`src/rtl/dmac_pkg.sv`:
```
package dmac_pkg;

  typedef enum logic [3:0] {
    RA_STAT_CMD  = 4'h8,
    RA_REQ       = 4'h9,
    RA_SMASK     = 4'hA,
    RA_MODE      = 4'hB,
    RA_PTR_CLR   = 4'hC,
    RA_TEMP_MCLR = 4'hD,
    RA_MASK_CLR  = 4'hE,
    RA_MASK_ALL  = 4'hF
  } reg_addr_e;

  typedef struct packed {
    logic cmd_wr;
    logic req_wr;
    logic smask_wr;
    logic mode_wr;
    logic ptr_clr;
    logic mclr;
    logic mask_clr;
    logic mask_all_wr;
    logic stat_rd;
    logic temp_rd;
    logic chan_acc;
  } strobe_t;

endpackage

```
`src/rtl/dmac_decode.sv`:
```
module dmac_decode
  import dmac_pkg::*;
(
  input  logic       cs_n,
  input  logic       rd_n,
  input  logic       wr_n,
  input  logic [3:0] addr,
  output strobe_t    stb
);

  logic wr_act;
  logic rd_act;
  reg_addr_e code;

  assign wr_act = !cs_n && !wr_n;
  assign rd_act = !cs_n && !rd_n && wr_n;
  assign code   = reg_addr_e'(addr);

  always_comb begin
    stb = '0;
    stb.chan_acc = (wr_act || rd_act) && !addr[3];
    if (wr_act && addr[3]) begin
      unique case (code)
        RA_STAT_CMD:  stb.cmd_wr      = 1'b1;
        RA_REQ:       stb.req_wr      = 1'b1;
        RA_SMASK:     stb.smask_wr    = 1'b1;
        RA_MODE:      stb.mode_wr     = 1'b1;
        RA_PTR_CLR:   stb.ptr_clr     = 1'b1;
        RA_TEMP_MCLR: stb.mclr        = 1'b1;
        RA_MASK_CLR:  stb.mask_clr    = 1'b1;
        RA_MASK_ALL:  stb.mask_all_wr = 1'b1;
        default:      ;
      endcase
    end
    if (rd_act && addr[3]) begin
      stb.stat_rd = (code == RA_STAT_CMD);
      stb.temp_rd = (code == RA_TEMP_MCLR);
    end
  end

endmodule

```
`src/rtl/dmac_mask.sv`:
```
module dmac_mask #(
  parameter int NUM_CH = 4
) (
  input  logic              clk,
  input  logic              rst,
  input  logic              mclr,
  input  logic              smask_wr,
  input  logic              mask_all_wr,
  input  logic              mask_clr,
  input  logic              req_wr,
  input  logic [NUM_CH-1:0] wdata_lo,
  input  logic [NUM_CH-1:0] end_evt,
  input  logic [NUM_CH-1:0] autoinit,
  input  logic [NUM_CH-1:0] dreq_raw,
  output logic [NUM_CH-1:0] mask_q,
  output logic [NUM_CH-1:0] req_q,
  output logic [NUM_CH-1:0] dreq_masked
);

  localparam int SEL_W   = $clog2(NUM_CH);
  localparam int SET_BIT = SEL_W;

  logic [NUM_CH-1:0] mask_n;
  logic [NUM_CH-1:0] req_n;
  logic [SEL_W-1:0]  sel;

  assign sel = wdata_lo[SEL_W-1:0];

  always_comb begin
    mask_n = mask_q;
    if (mask_all_wr) mask_n = wdata_lo;
    if (mask_clr)    mask_n = '0;
    if (smask_wr)    mask_n[sel] = wdata_lo[SET_BIT];
    mask_n = mask_n | (end_evt & ~autoinit);
  end

  always_comb begin
    req_n = req_q;
    if (req_wr) req_n[sel] = wdata_lo[SET_BIT];
  end

  always_ff @(posedge clk) begin
    if (rst || mclr) begin
      mask_q      <= '1;
      req_q       <= '0;
      dreq_masked <= '0;
    end else begin
      mask_q      <= mask_n;
      req_q       <= req_n;
      dreq_masked <= (dreq_raw | req_q) & ~mask_q;
    end
  end

endmodule

```
`src/rtl/dmac_status.sv`:
```
module dmac_status #(
  parameter int NUM_CH = 4,
  parameter int DW     = 8
) (
  input  logic              clk,
  input  logic              rst,
  input  logic              mclr,
  input  logic              stat_rd,
  input  logic [NUM_CH-1:0] end_evt,
  input  logic              xfer_vld,
  input  logic [DW-1:0]     xfer_byte,
  output logic [NUM_CH-1:0] tc_q,
  output logic [DW-1:0]     temp_q
);

  logic [NUM_CH-1:0] tc_keep;

  assign tc_keep = stat_rd ? '0 : tc_q;

  always_ff @(posedge clk) begin
    if (rst || mclr) begin
      tc_q   <= '0;
      temp_q <= '0;
    end else begin
      tc_q <= tc_keep | end_evt;
      if (xfer_vld) temp_q <= xfer_byte;
    end
  end

endmodule

```
`src/rtl/dmac_regs.sv`:
```
module dmac_regs
  import dmac_pkg::*;
#(
  parameter int NUM_CH = 4,
  parameter int DW     = 8
) (
  input  logic                  clk,
  input  logic                  rst,
  input  logic                  cs_n,
  input  logic                  rd_n,
  input  logic                  wr_n,
  input  logic [3:0]            addr,
  input  logic [DW-1:0]         wdata,
  output logic [DW-1:0]         rdata,
  input  logic [NUM_CH-1:0]     ch_tc,
  input  logic [NUM_CH-1:0]     ch_eop,
  input  logic [NUM_CH-1:0]     ch_autoinit,
  input  logic [NUM_CH-1:0]     dreq_raw,
  input  logic                  xfer_vld,
  input  logic [DW-1:0]         xfer_byte,
  output logic [NUM_CH-1:0]     dreq_masked,
  output logic [DW-1:0]         cmd_q,
  output logic [NUM_CH*(DW-$clog2(NUM_CH))-1:0] mode_bus,
  output logic                  byte_ptr,
  output logic                  idle_pulse
);

  localparam int SEL_W  = $clog2(NUM_CH);
  localparam int MODE_W = DW - SEL_W;

  strobe_t           stb;
  logic [NUM_CH-1:0] end_evt;
  logic [NUM_CH-1:0] mask_q;
  logic [NUM_CH-1:0] req_q;
  logic [NUM_CH-1:0] tc_q;
  logic [DW-1:0]     temp_q;
  logic [MODE_W-1:0] mode_q [NUM_CH];
  logic [DW-1:0]     rdata_n;
  logic              clr_all;

  assign end_evt = ch_tc | ch_eop;
  assign clr_all = rst || stb.mclr;

  dmac_decode u_dec (
    .cs_n (cs_n),
    .rd_n (rd_n),
    .wr_n (wr_n),
    .addr (addr),
    .stb  (stb)
  );

  dmac_mask #(.NUM_CH(NUM_CH)) u_mask (
    .clk         (clk),
    .rst         (rst),
    .mclr        (stb.mclr),
    .smask_wr    (stb.smask_wr),
    .mask_all_wr (stb.mask_all_wr),
    .mask_clr    (stb.mask_clr),
    .req_wr      (stb.req_wr),
    .wdata_lo    (wdata[NUM_CH-1:0]),
    .end_evt     (end_evt),
    .autoinit    (ch_autoinit),
    .dreq_raw    (dreq_raw),
    .mask_q      (mask_q),
    .req_q       (req_q),
    .dreq_masked (dreq_masked)
  );

  dmac_status #(.NUM_CH(NUM_CH), .DW(DW)) u_stat (
    .clk       (clk),
    .rst       (rst),
    .mclr      (stb.mclr),
    .stat_rd   (stb.stat_rd),
    .end_evt   (end_evt),
    .xfer_vld  (xfer_vld),
    .xfer_byte (xfer_byte),
    .tc_q      (tc_q),
    .temp_q    (temp_q)
  );

  always_comb begin
    rdata_n = '0;
    if (stb.stat_rd)      rdata_n = DW'({dreq_raw | req_q, tc_q});
    else if (stb.temp_rd) rdata_n = temp_q;
  end

  always_ff @(posedge clk) begin
    if (rst) rdata <= '0;
    else     rdata <= rdata_n;
  end

  always_ff @(posedge clk) begin
    idle_pulse <= clr_all;
    if (clr_all) begin
      cmd_q    <= '0;
      byte_ptr <= 1'b0;
    end else begin
      if (stb.cmd_wr)       cmd_q    <= wdata;
      if (stb.ptr_clr)      byte_ptr <= 1'b0;
      else if (stb.chan_acc) byte_ptr <= !byte_ptr;
    end
  end

  for (genvar c = 0; c < NUM_CH; c++) begin : g_mode
    always_ff @(posedge clk) begin
      if (stb.mode_wr && (wdata[SEL_W-1:0] == SEL_W'(c)))
        mode_q[c] <= wdata[DW-1:SEL_W];
    end
    assign mode_bus[c*MODE_W +: MODE_W] = mode_q[c];
  end

endmodule

```
`config.mk`:
```
export PLATFORM = sky130hd
export DESIGN_NAME = dmac_regs
export DESIGN_NICKNAME = d
export VERILOG_FILES = /design/src/rtl/dmac_pkg.sv /design/src/rtl/dmac_decode.sv /design/src/rtl/dmac_mask.sv /design/src/rtl/dmac_status.sv /design/src/rtl/dmac_regs.sv
export SDC_FILE = /design/constraint.sdc
export NUM_CORES = 1
export LEC_CHECK = 0
export ABC_AREA = 1
export BUFFER_PORTS_ARGS = -buffer_cell sky130_fd_sc_hd__buf_2
export CORE_MARGIN = 5
export CORE_UTILIZATION = 50
export DETAILED_ROUTE_END_ITERATION = 16
export PLACE_DENSITY_LB_ADDON = 0.08
export SYNTH_ARGS = -nofsm -noshare
export SYNTH_HDL_FRONTEND = slang
export SYNTH_SLANG_ARGS = --single-unit
```
`constraint.sdc`:
```
create_clock -name clk -period 3.35 [get_ports clk]
set_input_delay 0.335 -clock clk [delete_from_list [all_inputs] [get_ports clk]]
set_output_delay 0.335 -clock clk [all_outputs]
set_load 0.02 [all_outputs]
```
==> flow_metrics.env, run 1 <==
export IMPL_globalplace_congestion=0.906
export IMPL_grt_setup_unrepaired="no"
export IMPL_postCtsHoldBufs=0
export IMPL_antenna_left=0
export IMPL_nFillCells=465
export IMPL_clockRootBuffer="clkbuf_8"
export IMPL_vdd_drop_max_mv=0.312
export IMPL_min_period_ns=1.83
export IMPL_comb_power_share=0.071
export IMPL_yosys_warnings=0
export IMPL_syn2layout_area_growth_pct=25.7
export IMPL_worstMarginPinSlew_ns=0.827
export IMPL_drv_cap=0
export IMPL_p_int_mw=1.29
export IMPL_grt_pass1_wl_um=9980
export IMPL_status="completed"
export IMPL_start_util=0.516
export IMPL_period_share=0.547
export IMPL_cts_sinks=66
export IMPL_path_clk_slew_ns=0.07
export IMPL_grt_pass1_vias=2146
export IMPL_fin_nets=417
export IMPL_p_per_area_nw_per_um2=504
export IMPL_cts_buffers=9
export IMPL_drt_total_wl_um=6290
export IMPL_max_stage_delay_ns=0.68
export IMPL_viasPerCell=5.04
export IMPL_final_area_um2=3310
export IMPL_hold_class="input pin to flop"
export IMPL_avgRoutedWirePerCell_um=14.0
export IMPL_p_leak_nw=1.49
export IMPL_critPathRequiredTime_ns=3.31
export IMPL_synth_distinct_cells=24
export IMPL_critical_path_top_delay_family="simple AND/OR/NAND/NOR gates"
export IMPL_cp_cell_sequence="buf_2 > nand2_2 > inv_1 > nand3_1 > nor3_1"
export IMPL_finalMaxSlewViolations=0
export IMPL_antenna_found_initial=0
export IMPL_cts_repair_resized=0
export IMPL_io_buffers=87
export IMPL_dr_pass1_iters=4
export IMPL_place_area_um2=3100
export IMPL_worstSetupPathType="input pin to flop"
export IMPL_drcViolationCount=0
export IMPL_p_switching_mw=0.378
export IMPL_clockBufferDepth=2
export IMPL_switching_share=0.226
export IMPL_syn_avg_cell_area_um2=9.24
export IMPL_diodes=0
export IMPL_drtIter0Drc=80
export IMPL_die_area_um2=6820
export IMPL_syn_inst=285
export IMPL_dr_total_vias=2266
export IMPL_final_hold_violation_count=0
export IMPL_synthesis_area_um2=2630
export IMPL_worstSkewPairLatency_ns=0.33
export IMPL_die_h_um=82.6
export IMPL_row_count=26
export IMPL_overflow=0
export IMPL_relSlewSlack=0.444
export IMPL_grt_max_degree=27
export IMPL_cts_tree="yes"
export IMPL_seqCellArea_um2=1560
export IMPL_max_freq_mhz=545
export IMPL_die_width_um=82.6
export IMPL_fin_skew_ns=0.00471
export IMPL_clkPwrFrac=0.421
export IMPL_track_usage=0.200
export IMPL_core_area_um2=5110
export IMPL_drive_gt1_frac=0.326
export IMPL_syn_nets=327
export IMPL_end_kind="flop"
export IMPL_dp_hpwl_um=4680
export IMPL_synth_seq_cells=66
export IMPL_cts_setup_buffers=0
export IMPL_multi_input_area_um2=943
export IMPL_htree_levels=3
export IMPL_cp_slowest_cell="nor3_1"
export IMPL_cp_start_kind="input pin"
export IMPL_ios=88
export IMPL_path_max_fanout=13
export IMPL_ys_seq_area_frac=0.593
export IMPL_cp_num_buf_inv=2
export IMPL_fin_setup_tns_ns=0
export IMPL_setup_viol=0
export IMPL_pwr_share_seq=0.508
export IMPL_arrival_ns=1.79
-- cells in the final DEF (no fill, tap or decap), types with 3 or more instances in the layout --
cell      netlist  layout
nand4_1         7       7
edfxtp_1       24      24
nand2_1        75      75
dfxtp_1        42      42
a21oi_1        33      33
or2_2           8       8
nand3_1        31      31
inv_1          15      15
nor2_4          3       3
nand2_4         3       3
clkbuf_8        0      10
o211ai_1        4       4
buf_2           0      87
nor2_1         21      21
-- worst reg2reg max path: stages, from the launching register on --
cell	delay [ns]
dfxtp_1	0.32
or2_2	0.31
nand3_1	0.10
a21oi_1	0.06
-- area by class of cell --
cell class / count / share of cell area
clock buffers: 12 / 0.0502
inverters: 17 / 0.0208
well taps: 70 / 0.0264
repair buffers: 87 / 0.131
flip-flops and latches: 66 / 0.471
multi-input cells: 194 / 0.285
clock inverters: 4 / 0.0147
-- stage by stage --
step                worst slack, ns  cells  total power, mW  hold slack, ns  utilization
floorplan                      1.59    285            0.938           0.390            -
global placement               1.28    434            0.983           0.401        0.606
detailed placement             1.19    434            0.985           0.400        0.606
CTS                            1.54    450             1.68           0.232        0.648
global route                   1.32    450             1.74           0.219        0.648
finish                         1.52    450             1.67           0.241        0.648
-- synth_stat cells (all sizes together) --
master / number / area, µm²
edfxtp: 24 / 721
nand4: 7 / 43.8
nand2: 80 / 328
a21oi: 33 / 165
buf: 7 / 56.3
nand3: 31 / 155
nor2: 27 / 145
nand3b: 1 / 7.51
dfxtp: 42 / 841
inv: 16 / 60.1
nor3: 2 / 10.0
o211ai: 4 / 30.0
or2: 9 / 58.8
clkbuf: 1 / 3.75
clkinv: 1 / 8.76
-- worst paths after layout --
kind / slack, ns / startpoint / end / cells past startpoint
max: 1.52 / addr[3] / mode_q[2][4]$_DFFE_PP_ / 5
min: 0.24 / wdata[7] / mode_q[3][5]$_DFFE_PP_ / 1
max reg2reg: 2.45 / u_mask.req_q[3]$_SDFFE_PP0P_ / rdata[7]$_SDFF_PP0_ / 3
min reg2reg: 0.41 / u_mask.mask_q[0]$_SDFF_PP1_ / u_mask.dreq_masked[0]$_SDFF_PP0_ / 1
-- power by group through the flow --
stage | clock, mW | sequential, mW | combinational (mW)
after floorplan | 0 | 0.870 | 0.0673
after global placement | 0 | 0.867 | 0.117
after detailed placement | 0 | 0.867 | 0.118
after CTS | 0.712 | 0.849 | 0.118
after global routing | 0.756 | 0.850 | 0.133
final | 0.703 | 0.849 | 0.119
-- layer usage --
layer | global-route usage | wire (µm)
met5 | 0 | 0
met1 | 0.243 | 2740
met4 | 0.0768 | 95
met3 | 0.0629 | 452
met2 | 0.332 | 3000
-- flip-flops by register name (all words and copies together), names as in the netlist --
signal	cells
u_mask.mask_q	4
rdata	8
idle_pulse	1
u_mask.dreq_masked	4
byte_ptr	1
u_mask.req_q	4
cmd_q	8
u_stat.temp_q	8
mode_q	24
u_stat.tc_q	4
-- cell families (layout without fill, tap and decap cells) --
logic type	Yosys count	in the layout	share of synthesized area
compound gates	37	37	0.0741
buf+inv	25	120	0.0489
flops	66	66	0.593
simple gates	157	157	0.284
No activity file was read; power rests on OpenSTA's default activity.
==> run 2, diff against run 1 <==
==> constraint.sdc (replaced) <==
create_clock -name clk -period 1.7 [get_ports clk]
set_input_delay 0.17 -clock clk [delete_from_list [all_inputs] [get_ports clk]]
set_output_delay 0.17 -clock clk [all_outputs]
set_load 0.02 [all_outputs]
==> run 2 against run 1 <==
Against the previous run: global-route usage shrank 1.4 points; hold slack worse by 0.17 ns; utilization grew 1.1 points; die area did not move; critical path type is now flop to output port; largest power group unchanged.
==> flow_metrics.env, run 2 (synthesized netlist as in run 1, its figures left out) <==
export IMPL_drive_gt1_frac=0.337
export IMPL_cts_buffers=9
export IMPL_antenna_left=0
export IMPL_drtIter0Drc=79
export IMPL_worstSkewPairLatency_ns=0.33
export IMPL_die_width_um=82.6
export IMPL_viasPerCell=4.95
export IMPL_drcViolationCount=0
export IMPL_final_cell_mix="buf_2 (87), nand2_1 (75), dfxtp_1 (42)"
export IMPL_arrival_ns=0.88
export IMPL_critical_path_top_delay_family="flip-flops"
export IMPL_avgRoutedWirePerCell_um=13.6
export IMPL_cts_tree="yes"
export IMPL_worstMarginPinSlew_ns=0.373
export IMPL_hold_class="input pin to flop"
export IMPL_path_clk_slew_ns=0.06
export IMPL_row_count=26
export IMPL_htree_levels=3
export IMPL_regMostFlops="mode_q"
export IMPL_finalMaxSlewViolations=0
export IMPL_instances_no_fill=456
export IMPL_cts_repair_resized=0
export IMPL_crit_path_start="mode_q[0][5]$_DFFE_PP_"
export IMPL_clockBufferDepth=2
export IMPL_worstSetupPathType="flop to output port"
export IMPL_grt_pass1_wl_um=9320
export IMPL_status="completed"
export IMPL_die_h_um=82.6
export IMPL_reg2reg_slack_ns=0.79
export IMPL_drv_cap=0
export IMPL_clockRootBuffer="clkbuf_8"
export IMPL_drt_total_wl_um=6180
export IMPL_hold_path_startpoint="wdata[6]"
export IMPL_hold_path_end="mode_q[3][4]$_DFFE_PP_"
export IMPL_track_usage=0.186
export IMPL_cp_num_buf_inv=1
export IMPL_final_hold_violation_count=0
export IMPL_grt_setup_unrepaired="no"
export IMPL_globalplace_congestion=0.841
export IMPL_nFillCells=448
export IMPL_dr_total_vias=2258
export IMPL_cp_start_kind="flop"
export IMPL_max_freq_mhz=950
export IMPL_cts_sinks=66
export IMPL_r2r_start="u_mask.req_q[2]$_SDFFE_PP0P_"
export IMPL_cp_slowest_cell="edfxtp_1"
export IMPL_end_kind="output port"
export IMPL_overflow=0
export IMPL_fin_skew_ns=0.00423
export IMPL_p_total_mw=3.36
export IMPL_path_max_fanout=1
export IMPL_reg2regPathDepth=3
export IMPL_fin_setup_tns_ns=0
export IMPL_max_stage_delay_ns=0.38
export IMPL_setup_viol=0
export IMPL_period_share=0.619
export IMPL_critPathRequiredTime_ns=1.53
export IMPL_core_area_um2=5110
export IMPL_dr_pass1_iters=4
export IMPL_cp_cell_sequence="buf_2"
export IMPL_dp_hpwl_um=4620
export IMPL_antenna_found_initial=0
export IMPL_p_per_area_nw_per_um2=997
export IMPL_io_buffers=87
export IMPL_fin_nets=423
export IMPL_whs_ns=0.0737
export IMPL_vdd_drop_max_mv=0.714
export IMPL_p_leak_nw=1.52
export IMPL_reg2reg_to="rdata[6]$_SDFF_PP0_"
export IMPL_grt_pass1_vias=2016
export IMPL_min_period_ns=1.05
export IMPL_dp_cells=440
export IMPL_mostFrequentLayoutCell="buf_2"
export IMPL_relSlewSlack=0.751
export IMPL_postCtsHoldBufs=0
export IMPL_cts_setup_buffers=0
export IMPL_largest_reg_flops=24
export IMPL_grt_max_degree=27
export IMPL_hold_depth=1
export IMPL_ios=88
export IMPL_diodes=0
export IMPL_die_area_um2=6820
export IMPL_syn2layout_area_growth_pct=27.9
export IMPL_start_util=0.516
## run 2: cell types whose count changed in the layout (fill, tap and decap cells not counted), sizes merged
| cell | delta |
|---|---|
| bufinv | +1 |
| clkbuf | -1 |
| buf | +6 |
| clkinv | -1 |
| clkinvlp | +1 |
## run 2: worst max-delay path by stage
stage	cells past startpoint	endpoint	slack [ns]
final	1	mode_bus[5]	0.65
after global placement	9	u_mask.dreq_masked[2]$_SDFF_PP0_	0.36
after detailed placement	9	u_mask.dreq_masked[2]$_SDFF_PP0_	0.31
after CTS	1	mode_bus[5]	0.63
after floorplan	6	mode_q[2][0]$_DFFE_PP_	0.10
after global routing	9	u_mask.dreq_masked[3]$_SDFF_PP0_	0.54
## run 2: layout make-up
class / count / area (µm²) / area share
Clock buffer: 11 / 151 / 0.0449
Clock inverter: 5 / 76.3 / 0.0227
Inverter: 17 / 68.8 / 0.0204
Multi-Input combinational cell: 194 / 943 / 0.280
Sequential cell: 66 / 1560 / 0.463
Tap cell: 70 / 87.6 / 0.0260
Timing Repair Buffer: 93 / 480 / 0.143
## run 2: report_power, final
group          internal (mW)  switching, mW  total (mW)
combinational         0.0857          0.152       0.237
sequential              1.66         0.0126        1.67
clock                  0.898          0.550        1.45
## run 2: through the flow
stage / setup slack (ns) / utilization / instance area [µm²]
2_1_floorplan: 0.100 / - / 2630
3_3_place_gp: 0.355 / 0.615 / 3140
3_5_place_dp: 0.305 / 0.615 / 3140
4_1_cts: 0.631 / 0.660 / 3370
5_1_grt: 0.543 / 0.660 / 3370
6_report: 0.648 / 0.660 / 3370
## run 2: layer usage
layer  up-vias  GRT usage  wire (µm)
met1      1005      0.228       2530
li1       1140          -          -
met2        98      0.303       2930
met3        15     0.0477        571
met4         0     0.0931        150
met5         -          0          0
